===== config.mk =====
export PLATFORM = sky130hd
export DESIGN_NAME = tx_fifo_uflow
export DESIGN_NICKNAME = d
export VERILOG_FILES = /design/src/rtl/txf_pkg.sv /design/src/rtl/txf_store.sv /design/src/rtl/txf_wr_ctrl.sv /design/src/rtl/txf_rd_ctrl.sv /design/src/rtl/txf_irq.sv /design/src/rtl/tx_fifo_uflow.sv
export SDC_FILE = /design/constraint.sdc
export NUM_CORES = 1
export LEC_CHECK = 0
export ABC_AREA = 1
export BUFFER_PORTS_ARGS = -buffer_cell sky130_fd_sc_hd__buf_2
export CORE_UTILIZATION = 35
export CTS_CLUSTER_DIAMETER = 150
export DETAILED_ROUTE_END_ITERATION = 10
export GPL_ROUTABILITY_DRIVEN = 0
export HOLD_SLACK_MARGIN = 0.15
export PLACE_DENSITY_LB_ADDON = 0.1
export SLEW_MARGIN = 10
export SYNTH_ARGS = -nofsm -noshare
export SYNTH_HDL_FRONTEND = slang
export SYNTH_SLANG_ARGS = --single-unit

===== constraint.sdc =====
create_clock -name clk -period 5.1 [get_ports clk]
set_input_delay 0.255 -clock clk [delete_from_list [all_inputs] [get_ports clk]]
set_output_delay 0.255 -clock clk [all_outputs]
set_load 0.01 [all_outputs]

===== src/rtl/txf_pkg.sv =====
package txf_pkg;
  typedef enum logic [1:0] {
    THR_ONE  = 2'b00,
    THR_TWO  = 2'b01,
    THR_FOUR = 2'b10,
    THR_RSVD = 2'b11
  } thr_sel_e;

  localparam int ST_THR = 0;
  localparam int ST_UND = 1;
  localparam int ST_W   = 2;

  // number of empty 16-bit slots demanded by a threshold code
  function automatic int thr_words(input logic [1:0] sel);
    case (thr_sel_e'(sel))
      THR_ONE:  return 1;
      THR_TWO:  return 2;
      default:  return 4;
    endcase
  endfunction
endpackage


===== src/rtl/txf_store.sv =====
module txf_store #(
  parameter int DEPTH  = 8,
  parameter int BYTE_W = 8,
  localparam int AW     = $clog2(DEPTH),
  localparam int WORD_W = 2 * BYTE_W
) (
  input  logic              clk,
  input  logic              rst,
  input  logic              wr_en,
  input  logic [AW-1:0]     wr_addr,
  input  logic [WORD_W-1:0] wr_data,
  input  logic              rd_en,
  input  logic [AW-1:0]     rd_addr,
  input  logic              rd_hi,
  input  logic              rel_en,
  output logic [BYTE_W-1:0] rd_byte,
  output logic [DEPTH-1:0]  occ
);
  logic [WORD_W-1:0] mem [DEPTH];

  // plain write port, no reset, so the array can map to block RAM
  always_ff @(posedge clk) begin
    if (wr_en) mem[wr_addr] <= wr_data;
  end

  // registered read, old data on a same-address write
  always_ff @(posedge clk) begin
    if (rst)
      rd_byte <= '0;
    else if (rd_en)
      rd_byte <= rd_hi ? mem[rd_addr][BYTE_W +: BYTE_W] : mem[rd_addr][0 +: BYTE_W];
  end

  // occupied flags: a completing write wins over a release
  for (genvar g = 0; g < DEPTH; g++) begin : g_occ
    always_ff @(posedge clk) begin
      if (rst)
        occ[g] <= 1'b0;
      else if (wr_en && wr_addr == AW'(g))
        occ[g] <= 1'b1;
      else if (rel_en && rd_addr == AW'(g))
        occ[g] <= 1'b0;
    end
  end
endmodule


===== src/rtl/txf_wr_ctrl.sv =====
module txf_wr_ctrl #(
  parameter int DEPTH  = 8,
  parameter int BYTE_W = 8,
  localparam int AW     = $clog2(DEPTH),
  localparam int WORD_W = 2 * BYTE_W
) (
  input  logic              clk,
  input  logic              rst,
  input  logic              cpu_wr_en,
  input  logic              cpu_wr_word,
  input  logic [WORD_W-1:0] cpu_wr_data,
  input  logic              slot_busy,
  output logic              mem_we,
  output logic [AW-1:0]     mem_addr,
  output logic [WORD_W-1:0] mem_data
);
  logic [AW-1:0]     wp_q;
  logic              pend_q;
  logic [BYTE_W-1:0] stage_q;
  logic              accept;

  assign accept   = cpu_wr_en && !slot_busy;
  assign mem_addr = wp_q;

  always_comb begin
    mem_we   = 1'b0;
    mem_data = cpu_wr_data;
    if (accept) begin
      if (cpu_wr_word) begin
        mem_we = 1'b1;
      end else if (pend_q) begin
        mem_we   = 1'b1;
        mem_data = {cpu_wr_data[BYTE_W-1:0], stage_q};
      end
    end
  end

  always_ff @(posedge clk) begin
    if (rst) begin
      wp_q    <= '0;
      pend_q  <= 1'b0;
      stage_q <= '0;
    end else if (accept) begin
      if (cpu_wr_word) begin
        pend_q <= 1'b0;
      end else if (!pend_q) begin
        stage_q <= cpu_wr_data[BYTE_W-1:0];
        pend_q  <= 1'b1;
      end else begin
        pend_q <= 1'b0;
      end
      if (mem_we) wp_q <= wp_q + 1'b1;
    end
  end
endmodule


===== src/rtl/txf_rd_ctrl.sv =====
module txf_rd_ctrl #(
  parameter int DEPTH = 8,
  localparam int AW   = $clog2(DEPTH)
) (
  input  logic             clk,
  input  logic             rst,
  input  logic             rd_req,
  input  logic [DEPTH-1:0] occ,
  output logic             rd_en,
  output logic [AW-1:0]    rd_addr,
  output logic             rd_hi,
  output logic             rel_en,
  output logic             underrun
);
  logic [AW-1:0] rp_q;
  logic          half_q;

  assign rd_en    = rd_req;
  assign rd_addr  = rp_q;
  assign rd_hi    = half_q;
  assign rel_en   = rd_req && half_q;
  assign underrun = rd_req && !occ[rp_q];

  // no stall on underrun: position moves exactly as for a good read
  always_ff @(posedge clk) begin
    if (rst) begin
      rp_q   <= '0;
      half_q <= 1'b0;
    end else if (rd_req) begin
      half_q <= !half_q;
      if (half_q) rp_q <= rp_q + 1'b1;
    end
  end
endmodule


===== src/rtl/txf_irq.sv =====
module txf_irq
  import txf_pkg::*;
#(
  parameter int DEPTH = 8,
  localparam int CW   = $clog2(DEPTH + 1)
) (
  input  logic            clk,
  input  logic            rst,
  input  logic [CW-1:0]   free_cnt,
  input  logic [1:0]      thr_sel,
  input  logic            underrun,
  input  logic [ST_W-1:0] sts_clr,
  input  logic [ST_W-1:0] irq_mask,
  output logic [ST_W-1:0] sts_q,
  output logic            irq_q
);
  logic [CW-1:0]   need;
  logic            thr_hit;
  logic [ST_W-1:0] set_v;

  assign need    = CW'(thr_words(thr_sel));
  assign thr_hit = free_cnt >= need;

  always_comb begin
    set_v         = '0;
    set_v[ST_THR] = thr_hit;
    set_v[ST_UND] = underrun;
  end

  always_ff @(posedge clk) begin
    if (rst) begin
      sts_q <= '0;
      irq_q <= 1'b0;
    end else begin
      sts_q <= (sts_q & ~sts_clr) | set_v;
      irq_q <= |(sts_q & irq_mask);
    end
  end
endmodule


===== src/rtl/tx_fifo_uflow.sv =====
module tx_fifo_uflow
  import txf_pkg::*;
#(
  parameter int DEPTH  = 8,
  parameter int BYTE_W = 8,
  localparam int AW     = $clog2(DEPTH),
  localparam int CW     = $clog2(DEPTH + 1),
  localparam int WORD_W = 2 * BYTE_W
) (
  input  logic              clk,
  input  logic              rst,
  input  logic              cpu_wr_en,
  input  logic              cpu_wr_word,
  input  logic [WORD_W-1:0] cpu_wr_data,
  input  logic              shf_rd_req,
  output logic [BYTE_W-1:0] shf_byte,
  input  logic [1:0]        thr_sel,
  input  logic [1:0]        irq_mask,
  input  logic [1:0]        sts_clr,
  output logic [1:0]        irq_sts,
  output logic              irq_o,
  output logic              full,
  output logic [CW-1:0]     free_cnt
);
  logic              mem_we;
  logic [AW-1:0]     mem_addr;
  logic [WORD_W-1:0] mem_data;
  logic              rd_en, rd_hi, rel_en, underrun;
  logic [AW-1:0]     rd_addr;
  logic [DEPTH-1:0]  occ;
  logic [CW-1:0]     used;

  always_comb begin
    used = '0;
    for (int i = 0; i < DEPTH; i++) used = used + CW'(occ[i]);
  end

  assign free_cnt = CW'(DEPTH) - used;
  assign full     = occ[mem_addr];

  txf_wr_ctrl #(.DEPTH(DEPTH), .BYTE_W(BYTE_W)) u_wr (
    .clk(clk), .rst(rst), .cpu_wr_en(cpu_wr_en), .cpu_wr_word(cpu_wr_word),
    .cpu_wr_data(cpu_wr_data), .slot_busy(full), .mem_we(mem_we),
    .mem_addr(mem_addr), .mem_data(mem_data)
  );

  txf_rd_ctrl #(.DEPTH(DEPTH)) u_rd (
    .clk(clk), .rst(rst), .rd_req(shf_rd_req), .occ(occ), .rd_en(rd_en),
    .rd_addr(rd_addr), .rd_hi(rd_hi), .rel_en(rel_en), .underrun(underrun)
  );

  txf_store #(.DEPTH(DEPTH), .BYTE_W(BYTE_W)) u_store (
    .clk(clk), .rst(rst), .wr_en(mem_we), .wr_addr(mem_addr), .wr_data(mem_data),
    .rd_en(rd_en), .rd_addr(rd_addr), .rd_hi(rd_hi), .rel_en(rel_en),
    .rd_byte(shf_byte), .occ(occ)
  );

  txf_irq #(.DEPTH(DEPTH)) u_irq (
    .clk(clk), .rst(rst), .free_cnt(free_cnt), .thr_sel(thr_sel),
    .underrun(underrun), .sts_clr(sts_clr), .irq_mask(irq_mask),
    .sts_q(irq_sts), .irq_q(irq_o)
  );
endmodule


After elaboration in Yosys (flattened, before gate mapping)

Memory sizes are Yosys's and may differ from the RTL's. A register that Yosys moved wholly into a read port is not among the register bits.
Index checks and enable logic that the tools add are counted.
W data, S select, Z words.

Memories kept: 1
Output and inout port bits: 16
RAM bits: 128
Register bits: 35

Memories:

| memory      | depth | width | read ports | clocked after Yosys merged registers in | write ports | RTL line        | RTL |
|---|---|---|---|---|---|---|---|
| u_store.mem | 8     | 16    | 1          | 1                                       | 1           | txf_store.sv:19 | `logic [WORD_W-1:0] mem [DEPTH];` |

Equality and inequality tests: 15
Reductions and logical operators: 37
$add $sub $neg: 10
Bitwise operators: 6
Multiplexer cells: 34
Magnitude comparators: 3

Operators with widths:

| cell                  | number |
|---|---|
| $mux W16              | 3 |
| $mux W1               | 25 |
| $eq A3 B3 Y1 const B  | 8 |
| $logic_and A1 B1 Y1   | 19 |
| $add A4 B1 Y4         | 4 |
| $reduce_bool A2 Y1    | 8 |
| $eq A3 B2 Y1 const B  | 4 |
| $lt A3 B4 Y1 const B  | 2 |
| $mux W8               | 1 |
| $add A3 B1 Y3 const B | 2 |
| $bmux W1 S3           | 2 |
| $eq A3 B1 Y1 const B  | 2 |
| $logic_not A3 Y1      | 2 |
| $mux W3               | 2 |
| $pmux W3 S2           | 1 |
| $add A3 B1 Y4         | 1 |
| $and A2 B2 Y2         | 2 |
| $ge A4 B3 Y1          | 1 |
| $reduce_and A2 Y1     | 2 |
| $sub A4 B4 Y4 const A | 1 |
| $add A2 B1 Y3         | 1 |
| $logic_not A1 Y1      | 3 |
| $reduce_and A3 Y1     | 1 |
| $add A1 B1 Y2         | 1 |
| other kinds (6)       | 7 |

Depth between registers and ports, before layout

Gate-level depths: netlist of run 1.

Depth in word-level cells: 10
Gate-level depth with buffers: 11
Depth with buffers taken out: 11

By module

Synthesis of run 1 repeated with hierarchy kept, for this count alone.

Cell total of the unflattened synthesis: 783
Area total of the unflattened synthesis: 7397.1 µm²

By module, submodules not included:

| module        | sequential area each (µm²) | instances | area an instance (µm²) | cells each |
|---|---|---|---|---|
| txf_store     | 4164.0                     | 1         | 5889.4                 | 559 |
| txf_wr_ctrl   | 240.2                      | 1         | 828.3                  | 120 |
| tx_fifo_uflow | 0.0                        | 1         | 247.7                  | 38 |
| txf_rd_ctrl   | 80.1                       | 1         | 245.2                  | 39 |
| txf_irq       | 60.1                       | 1         | 186.4                  | 27 |

Least setup slack after synthesis of run 1

Ideal clock, no wire load.

Path type: register -> register
Start: register u_store.occ[1]
End: register u_irq.sts_q[0]
Clock period less this slack: 2.885 ns
Data required time: 4.968 ns
Cell stages (with the launch flop): 12
Slack: 2.215 ns
Setup time: 0.132 ns
Data arrival time: 2.753 ns
Path through: dfxtp_1 -> inv_1 -> fa_1 -> ha_1 -> inv_1 -> fa_1 -> fa_1 -> inv_1 -> ha_1 -> a21boi_0 -> o21ai_0 -> a21oi_1

Longest elaborated chain between the ends: 10

RTL lines:

| element                          | RTL line            | RTL |
|---|---|---|
| start: declaration               | txf_store.sv:17     | `output logic [DEPTH-1:0] occ` |
| start signal: indexed assignment | txf_store.sv:38     | `occ[g] <= 1'b0;` |
| start signal: indexed assignment | txf_store.sv:40     | `occ[g] <= 1'b1;` |
| start signal: indexed assignment | txf_store.sv:42     | `occ[g] <= 1'b0;` |
| $add A1 B1 Y2                    | tx_fifo_uflow.sv:35 | `for (int i = 0; i < DEPTH; i++) used = used + CW'(occ[i]);` |
| $add A2 B1 Y3                    | tx_fifo_uflow.sv:35 |  |
| $add A3 B1 Y4                    | tx_fifo_uflow.sv:35 |  |
| $add A4 B1 Y4 (4 in a row)       | tx_fifo_uflow.sv:35 |  |
| $sub A4 B4 Y4                    | tx_fifo_uflow.sv:38 | `assign free_cnt = CW'(DEPTH) - used;` |
| net free_cnt[1]                  | tx_fifo_uflow.sv:23 | `output logic [CW-1:0] free_cnt` |
| $ge A4 B3 Y1                     | txf_irq.sv:22       | `assign thr_hit = free_cnt >= need;` |
| $or A2 B2 Y2                     | txf_irq.sv:35       | `sts_q <= (sts_q & ~sts_clr) \| set_v;` |
| end signal: assignment           | txf_irq.sv:35       |  |
| end: declaration                 | txf_irq.sv:14       | `output logic [ST_W-1:0] sts_q,` |

The timed path passes the listed nets, and every way through them passes these cells.
A chain may end at the register's enable or synchronous reset.

Worst setup path in the final report of run 1

Start: register u_wr.wp_q[0], in the netlist u_wr.mem_addr[0]
End: memory u_store.mem[2][8] in the netlist's numbering (enable)

Longest elaborated chain between the ends: 7

RTL lines:

| element                       | RTL line            | RTL |
|---|---|---|
| start: declaration            | txf_wr_ctrl.sv:17   | `logic [AW-1:0] wp_q;` |
| start signal: assignment      | txf_wr_ctrl.sv:52   | `if (mem_we) wp_q <= wp_q + 1'b1;` |
| $bmux W1 S3                   | tx_fifo_uflow.sv:39 | `assign full = occ[mem_addr];` |
| $mux W1 (implied by the code) | tx_fifo_uflow.sv:39 |  |
| $logic_not A1 Y1              | txf_wr_ctrl.sv:22   | `assign accept = cpu_wr_en && !slot_busy;` |
| $logic_and A1 B1 Y1           | txf_wr_ctrl.sv:22   |  |
| $mux W1                       | txf_wr_ctrl.sv:28   | `if (accept) begin` |
| $mux W1                       | txf_store.sv:23     | `if (wr_en) mem[wr_addr] <= wr_data;` |
| $mux W1 (implied by the code) | txf_store.sv:23     |  |
| end: declaration              | txf_store.sv:19     |  |

Several ways; a longest one is shown, not always the timed one. The select of a mux whose other input is x is not followed.

==> results of run 1 <==
Yosys cell counts:
cell type	n	area, um^2
nand2_1	296	1110
edfxtp_1	128	3840
inv_1	102	383
nand3_1	89	445
o21ai_0	69	345
nor2_1	47	176
dfxtp_1	38	761
clkbuf_1	20	75.1
nand4_1	19	119
a21oi_1	18	90.1
ha_1	18	225
buf_1	12	45.0
buf_2	9	45.0
fa_1	5	100
buf_4	3	22.5
inv_2	3	11.3
a21boi_0	2	15.0
buf_6	2	22.5
clkinv_1	1	3.75
nand3_2	1	10.0
nor2_2	1	6.26
nor2_4	1	11.3
nor2_8	1	20.0
nor3_1	1	5.00
flip-flops by register name (all words and copies together) (netlist names), named ones only:
register / cells
u_rd.rd_addr: 3
u_wr.pend_q: 1
u_wr.mem_addr: 3
u_irq.irq_q: 1
u_rd.rd_hi: 1
u_store.mem: 128
u_store.rd_byte: 8
u_irq.sts_q: 2
u_wr.stage_q: 8
u_store.occ: 8
timing repair:
item | 4_1_cts | 5_1_grt
hold endpoints to repair | 3 | 0
setup endpoints to repair | 0 | 0
hold buffers | 5 | 0
worst max-delay path: stages (launching register included):
cell     delay (ns)
dfxtp_1        0.49
inv_2          0.14
nand2_1        0.08
nand2_1        0.04
nand2_1        0.05
nand2_1        0.08
nor2_4         0.42
inv_2          0.13
nor2_8         0.34
nand3_1        0.28
nor2_2         0.84
stage by stage:
step	power, mW	std cells	worst slack, ns
floorplan	2.01	886	2.22
global placement	2.19	1170	1.75
detailed placement	2.20	1170	1.73
CTS	3.50	1207	1.73
global route	3.64	1207	1.44
finish	3.46	1207	1.81
layout by cell type, fill, tap and decap left out, types with 5 or more instances in the layout:
| cell | n |
|---|---|
| dfxtp_1 | 37 |
| nand4_1 | 19 |
| clkbuf_16 | 17 |
| nand2_1 | 296 |
| edfxtp_1 | 128 |
| fa_1 | 5 |
| buf_2 | 42 |
| nor2_1 | 39 |
| a21oi_1 | 18 |
| nand3_1 | 89 |
| dlygate4sd3_1 | 5 |
| buf_4 | 8 |
| inv_1 | 102 |
| ha_1 | 18 |
| o21ai_0 | 67 |
| nor2_2 | 9 |
final cells by class:
| type | instances | area, um^2 | share of cell area |
|---|---|---|---|
| timing repair buffer | 55 | 320 | 0.0357 |
| tap | 280 | 350 | 0.0391 |
| sequential | 166 | 4610 | 0.514 |
| multi-input combinational | 568 | 2700 | 0.301 |
| clock buffer | 18 | 429 | 0.0479 |
| clock inverter | 14 | 160 | 0.0179 |
| inverter | 106 | 398 | 0.0444 |
routing by layer:
metal,global-route usage,vias up,share of wire
met2,0.270,111,0.44
met1,0.262,2688,0.52
met4,0.0447,0,0.0098
met5,0,-,0
li1,-,2944,-
met3,0.0398,11,0.037
report_power, final:
| part | internal (mW) | switching, mW |
|---|---|---|
| clock | 0.765 | 0.534 |
| combinational | 0.162 | 0.381 |
| sequential | 1.58 | 0.0450 |
final timing paths:
kind                            end  slack, ns  cells past startpoint
setup reg to reg  u_store.mem[2][8]       1.81                     10
setup / recovery  u_store.mem[2][8]       1.81                     10
hold reg to reg      u_store.occ[0]       0.49                      2
hold / removal       u_irq.sts_q[0]       0.19                      4
kinds of logic (layout without fill, tap and decap cells):
group	after synthesis	after routing	synth area share
simple gates	456	456	0.241
flops	166	166	0.583
buf+inv	152	193	0.0770
fa+ha+maj	23	23	0.0412
compound gates	89	89	0.0571
==> flow_summary_export.csv, run 1 <==
group,metric,value,unit
synth,syn_avg_cell_area,8.91,um^2
cells_and_area,synthToLayoutAreaGrowth,13.6,%
placement,post_dp_cell_area,8320,um^2
power,power.density,386,nW/um^2
power,cellLeakagePower,3.76,nW
timing,slew_viol_final,0,
status,status,"finished, violations left",
cells_and_area,post-route-util,0.408,
synth,synth_warnings,0,
route,drc_errors,1,
critical_path,cp.required,5.14,ns
floorplan,initial_core_util,0.359,
clock_tree,post-cts-setup-buffer-count,0,
clock_tree,clk_latency,0.43,ns
global_route,grt_pass1_wl,31.3,mm
clock_tree,clk_pin_slew,0.07,ns
route,wl,19.9,mm
clock_tree,cts_tree,"built",
synth,ys_seq_area_frac,0.583,
timing,whs,0.193,ns
cells_and_area,n_antenna_cell,0,
clock_tree,cts_sinks,166,
timing,finalSetupViolCount,0,
route,drt_iter0_drc,378,
timing,worstMarginPinSlew,1.18,ns
route,ant_nets,0,
timing,finClkSkew,0.0120,ns
critical_path,cp-startpoint,"u_wr.mem_addr[0]",
timing,rsz0062_at_grt,"false",
cells_and_area,finalInstanceArea,8960,um^2
route,avgViaCountPerCell,4.77,
clock_tree,htreeDepth,4,
critical_path,r2r_start,"u_wr.mem_addr[0]",
cells_and_area,n_fill_cell,2152,
clock_tree,cts_buffer_depth,2,
global_route,antenna_found_initial,0,
cells_and_area,drive_above_1_share,0.101,
worst_hold_path,hold_start,"sts_clr[0]",
job,cap_violations,0,
timing,hold_viol,0,
critical_path,critPathKind,"flop to flop",
floorplan,dieHeight,152,um
power,irDropWorstVdd,205,uV
floorplan,dieWidth,152,um
placement,hpwlAfterDp,12.7,mm
worst_hold_path,hold_path_class,"input port to flop",
cells_and_area,finalNetCount,964,
floorplan,die_area,23200,um^2
synth,synth.cell_area,7890,um^2
critical_path,worstPathArrival,3.34,ns
clock_tree,cts.repair.resized,0,
timing,fin_tns_setup,0,ns
critical_path,cp-end-kind,"flop",
critical_path,critPathMaxFanout,34,
synth,syn-num-nets,936,
route,dr_total_vias,5754,
global_route,grt_max_degree,65,
global_route,grt_usage,0.180,
timing,period_share,0.646,
floorplan,rows,54,
global_route,grt-ovfl-total,0,
timing,max_clock_freq,304,MHz
status,violations,"design-rule violations",
clock_tree,cts_buffers,17,
route,drt_pass1_iterations,7,
floorplan,pin_count,43,
critical_path,start_kind,"flop",
synth,netlist-cell-type-count,24,
global_route,grt_pass1_vias,5451,
timing,slew_headroom,0.204,
placement,io_buffers,42,
synth,synth_cells,886,
clock_tree,cts_root_buffer,"clkbuf_16",
timing,finalCriticalPeriod,3.29,ns
synth,synth_seq_cells,166,
floorplan,core_area,22000,um^2
route,wire_per_inst,16.4,um
Power figures use the tool's default switching activity.
==> run 2: changes to the inputs <==
==> constraint.sdc (replaced) <==
create_clock -name clk -period 2.7 [get_ports clk]
set_input_delay 0.135 -clock clk [delete_from_list [all_inputs] [get_ports clk]]
set_output_delay 0.135 -clock clk [all_outputs]
set_load 0.01 [all_outputs]
==> flow_summary_export.csv, run 2 (synthesized netlist as in run 1, its figures left out) <==
group,metric,value,unit
floorplan,initial_core_util,0.359,
timing,finClkSkew,0.0134,ns
route,drt_iter0_drc,362,
floorplan,rows,54,
critical_path,critPathKind,"flop to output port",
clock_tree,cts_sinks,166,
clock_tree,cts_tree,"built",
placement,io_buffers,42,
critical_path,start_kind,"flop",
route,drc_errors,1,
timing,period_share,1.07,
route,wl,19.5,mm
route,avgViaCountPerCell,4.64,
critical_path,cp_slowest_cell,"fa_1",
global_route,grt_pass1_vias,5561,
route,ant_nets,0,
power,comb_power_share,0.178,
floorplan,pin_count,43,
cells_and_area,n_fill_cell,2184,
global_route,grt_usage,0.177,
global_route,grt_pass1_wl,31.1,mm
cells_and_area,final_common_cell,"nand2_1",
cells_and_area,largest_register_ff_count,128,
power,irDropWorstVdd,386,uV
power,cellLeakagePower,4.03,nW
timing,finalSetupViolCount,4,
status,violations,"design-rule violations, negative setup slack",
cells_and_area,synthToLayoutAreaGrowth,20.2,%
timing,whs,0.197,ns
job,cap_violations,0,
clock_tree,clk_latency,0.42,ns
global_route,grt_max_degree,65,
timing,max_clock_freq,347,MHz
cells_and_area,drive_above_1_share,0.149,
clock_tree,htreeDepth,4,
power,sw_frac_of_total,0.276,
critical_path,cp-end-kind,"output port",
power,p_int,4.77,mW
critical_path,worstPathArrival,2.75,ns
critical_path,cp.required,2.57,ns
placement,hpwlAfterDp,11.9,mm
power,power.density,694,nW/um^2
cells_and_area,n_antenna_cell,0,
timing,worstMarginPinSlew,0.795,ns
global_route,grt-ovfl-total,0,
route,drt_pass1_iterations,8,
timing,hold_viol,0,
timing,rsz0062_at_grt,"true",
floorplan,dieWidth,152,um
power,power,6.59,mW
status,status,"finished, violations left",
timing,finalCriticalPeriod,2.88,ns
critical_path,critPathMaxFanout,2,
clock_tree,cts_root_buffer,"clkbuf_16",
cells_and_area,finalNetCount,1015,
clock_tree,cts_buffer_depth,2,
worst_hold_path,hold_path_class,"input port to flop",
critical_path,crit_chain,"inv_2 -> fa_1 -> ha_2 -> inv_2 -> fa_1 -> fa_2 -> inv_1 -> ha_1 -> buf_2",
critical_path,cpPeakStageDelay,0.54,ns
power,p_sw,1.82,mW
route,dr_total_vias,5834,
clock_tree,clk_pin_slew,0.07,ns
route,wire_per_inst,15.5,um
floorplan,die_area,23200,um^2
timing,finalWorstSetupSlack,-0.182,ns
cells_and_area,largest-register,"u_store.mem",
timing,slew_headroom,0.469,
power,seqPwrFrac,0.460,
cells_and_area,final_cell_mix,"nand2_1 (296), edfxtp_1 (128), inv_1 (98), nand3_1 (89), o21ai_0 (68)",
timing,fin_tns_setup,-0.559,ns
power,clkPwrFrac,0.362,
global_route,antenna_found_initial,0,
clock_tree,cts_buffers,17,
floorplan,core_area,22000,um^2
timing,slew_viol_final,0,
floorplan,dieHeight,152,um
[run 2: through the flow]
step	instances	instance area (um^2)	worst slack, ns	util
after floorplan	886	7920	-0.0432	-
after global placement	1208	8720	-0.117	0.397
after detailed placement	1208	8720	-0.173	0.397
after CTS	1258	9490	-0.209	0.432
after global routing	1258	9490	-0.324	0.432
final	1258	9490	-0.182	0.432
[run 2: layout make-up]
cell class	instances	area [um^2]	area share
inverter	106	398	0.0419
multi-input combinational	568	2710	0.286
timing repair buffer	106	837	0.0882
clock inverter	14	149	0.0157
tap	280	350	0.0369
clock buffer	18	429	0.0452
sequential	166	4610	0.486
[run 2: worst paths after layout]
path / start / cells after the start / slack, ns / end
max reg2reg: u_store.occ[3] / 11 / -0.15 / u_irq.sts_q[0]
min: cpu_wr_en / 3 / 0.20 / u_store.occ[4]
min reg2reg: u_store.occ[0] / 2 / 0.49 / u_store.occ[0]
max: u_store.occ[3] / 9 / -0.18 / free_cnt[2]
[run 2: critical path, delay by kind of cell, from the launching register on]
kind	cells	cell delay, ns
fa+ha+maj	5	1.72
buf+inv	4	0.28
flops	1	0.33
[run 2: what timing repair did]
| action | 4_1_cts | 5_1_grt |
|---|---|---|
| hold buffers | 16 | 0 |
| gates resized for setup | 2 | 1 |
| pin swaps | 1 | 2 |
| setup buffers | 2 | 0 |
| endpoints found under the hold margin | 20 | 0 |
| setup endpoints to repair | 4 | 4 |
[run 2: power by group through the flow]
stage | logic (mW) | clock network (mW) | registers, mW
5_1_grt | 1.34 | 2.54 | 3.04
2_1_floorplan | 0.733 | 0 | 3.08
3_3_place_gp | 1.15 | 0 | 3.08
4_1_cts | 1.19 | 2.44 | 3.03
6_report | 1.17 | 2.39 | 3.03
3_5_place_dp | 1.15 | 0 | 3.08
[run 2: layer usage]
| metal | track usage | routed length (um) |
|---|---|---|
| met1 | 0.251 | 9800 |
| met2 | 0.280 | 8830 |
| met3 | 0.0270 | 651 |
| met4 | 0.0505 | 181 |
| met5 | 0 | 0 |
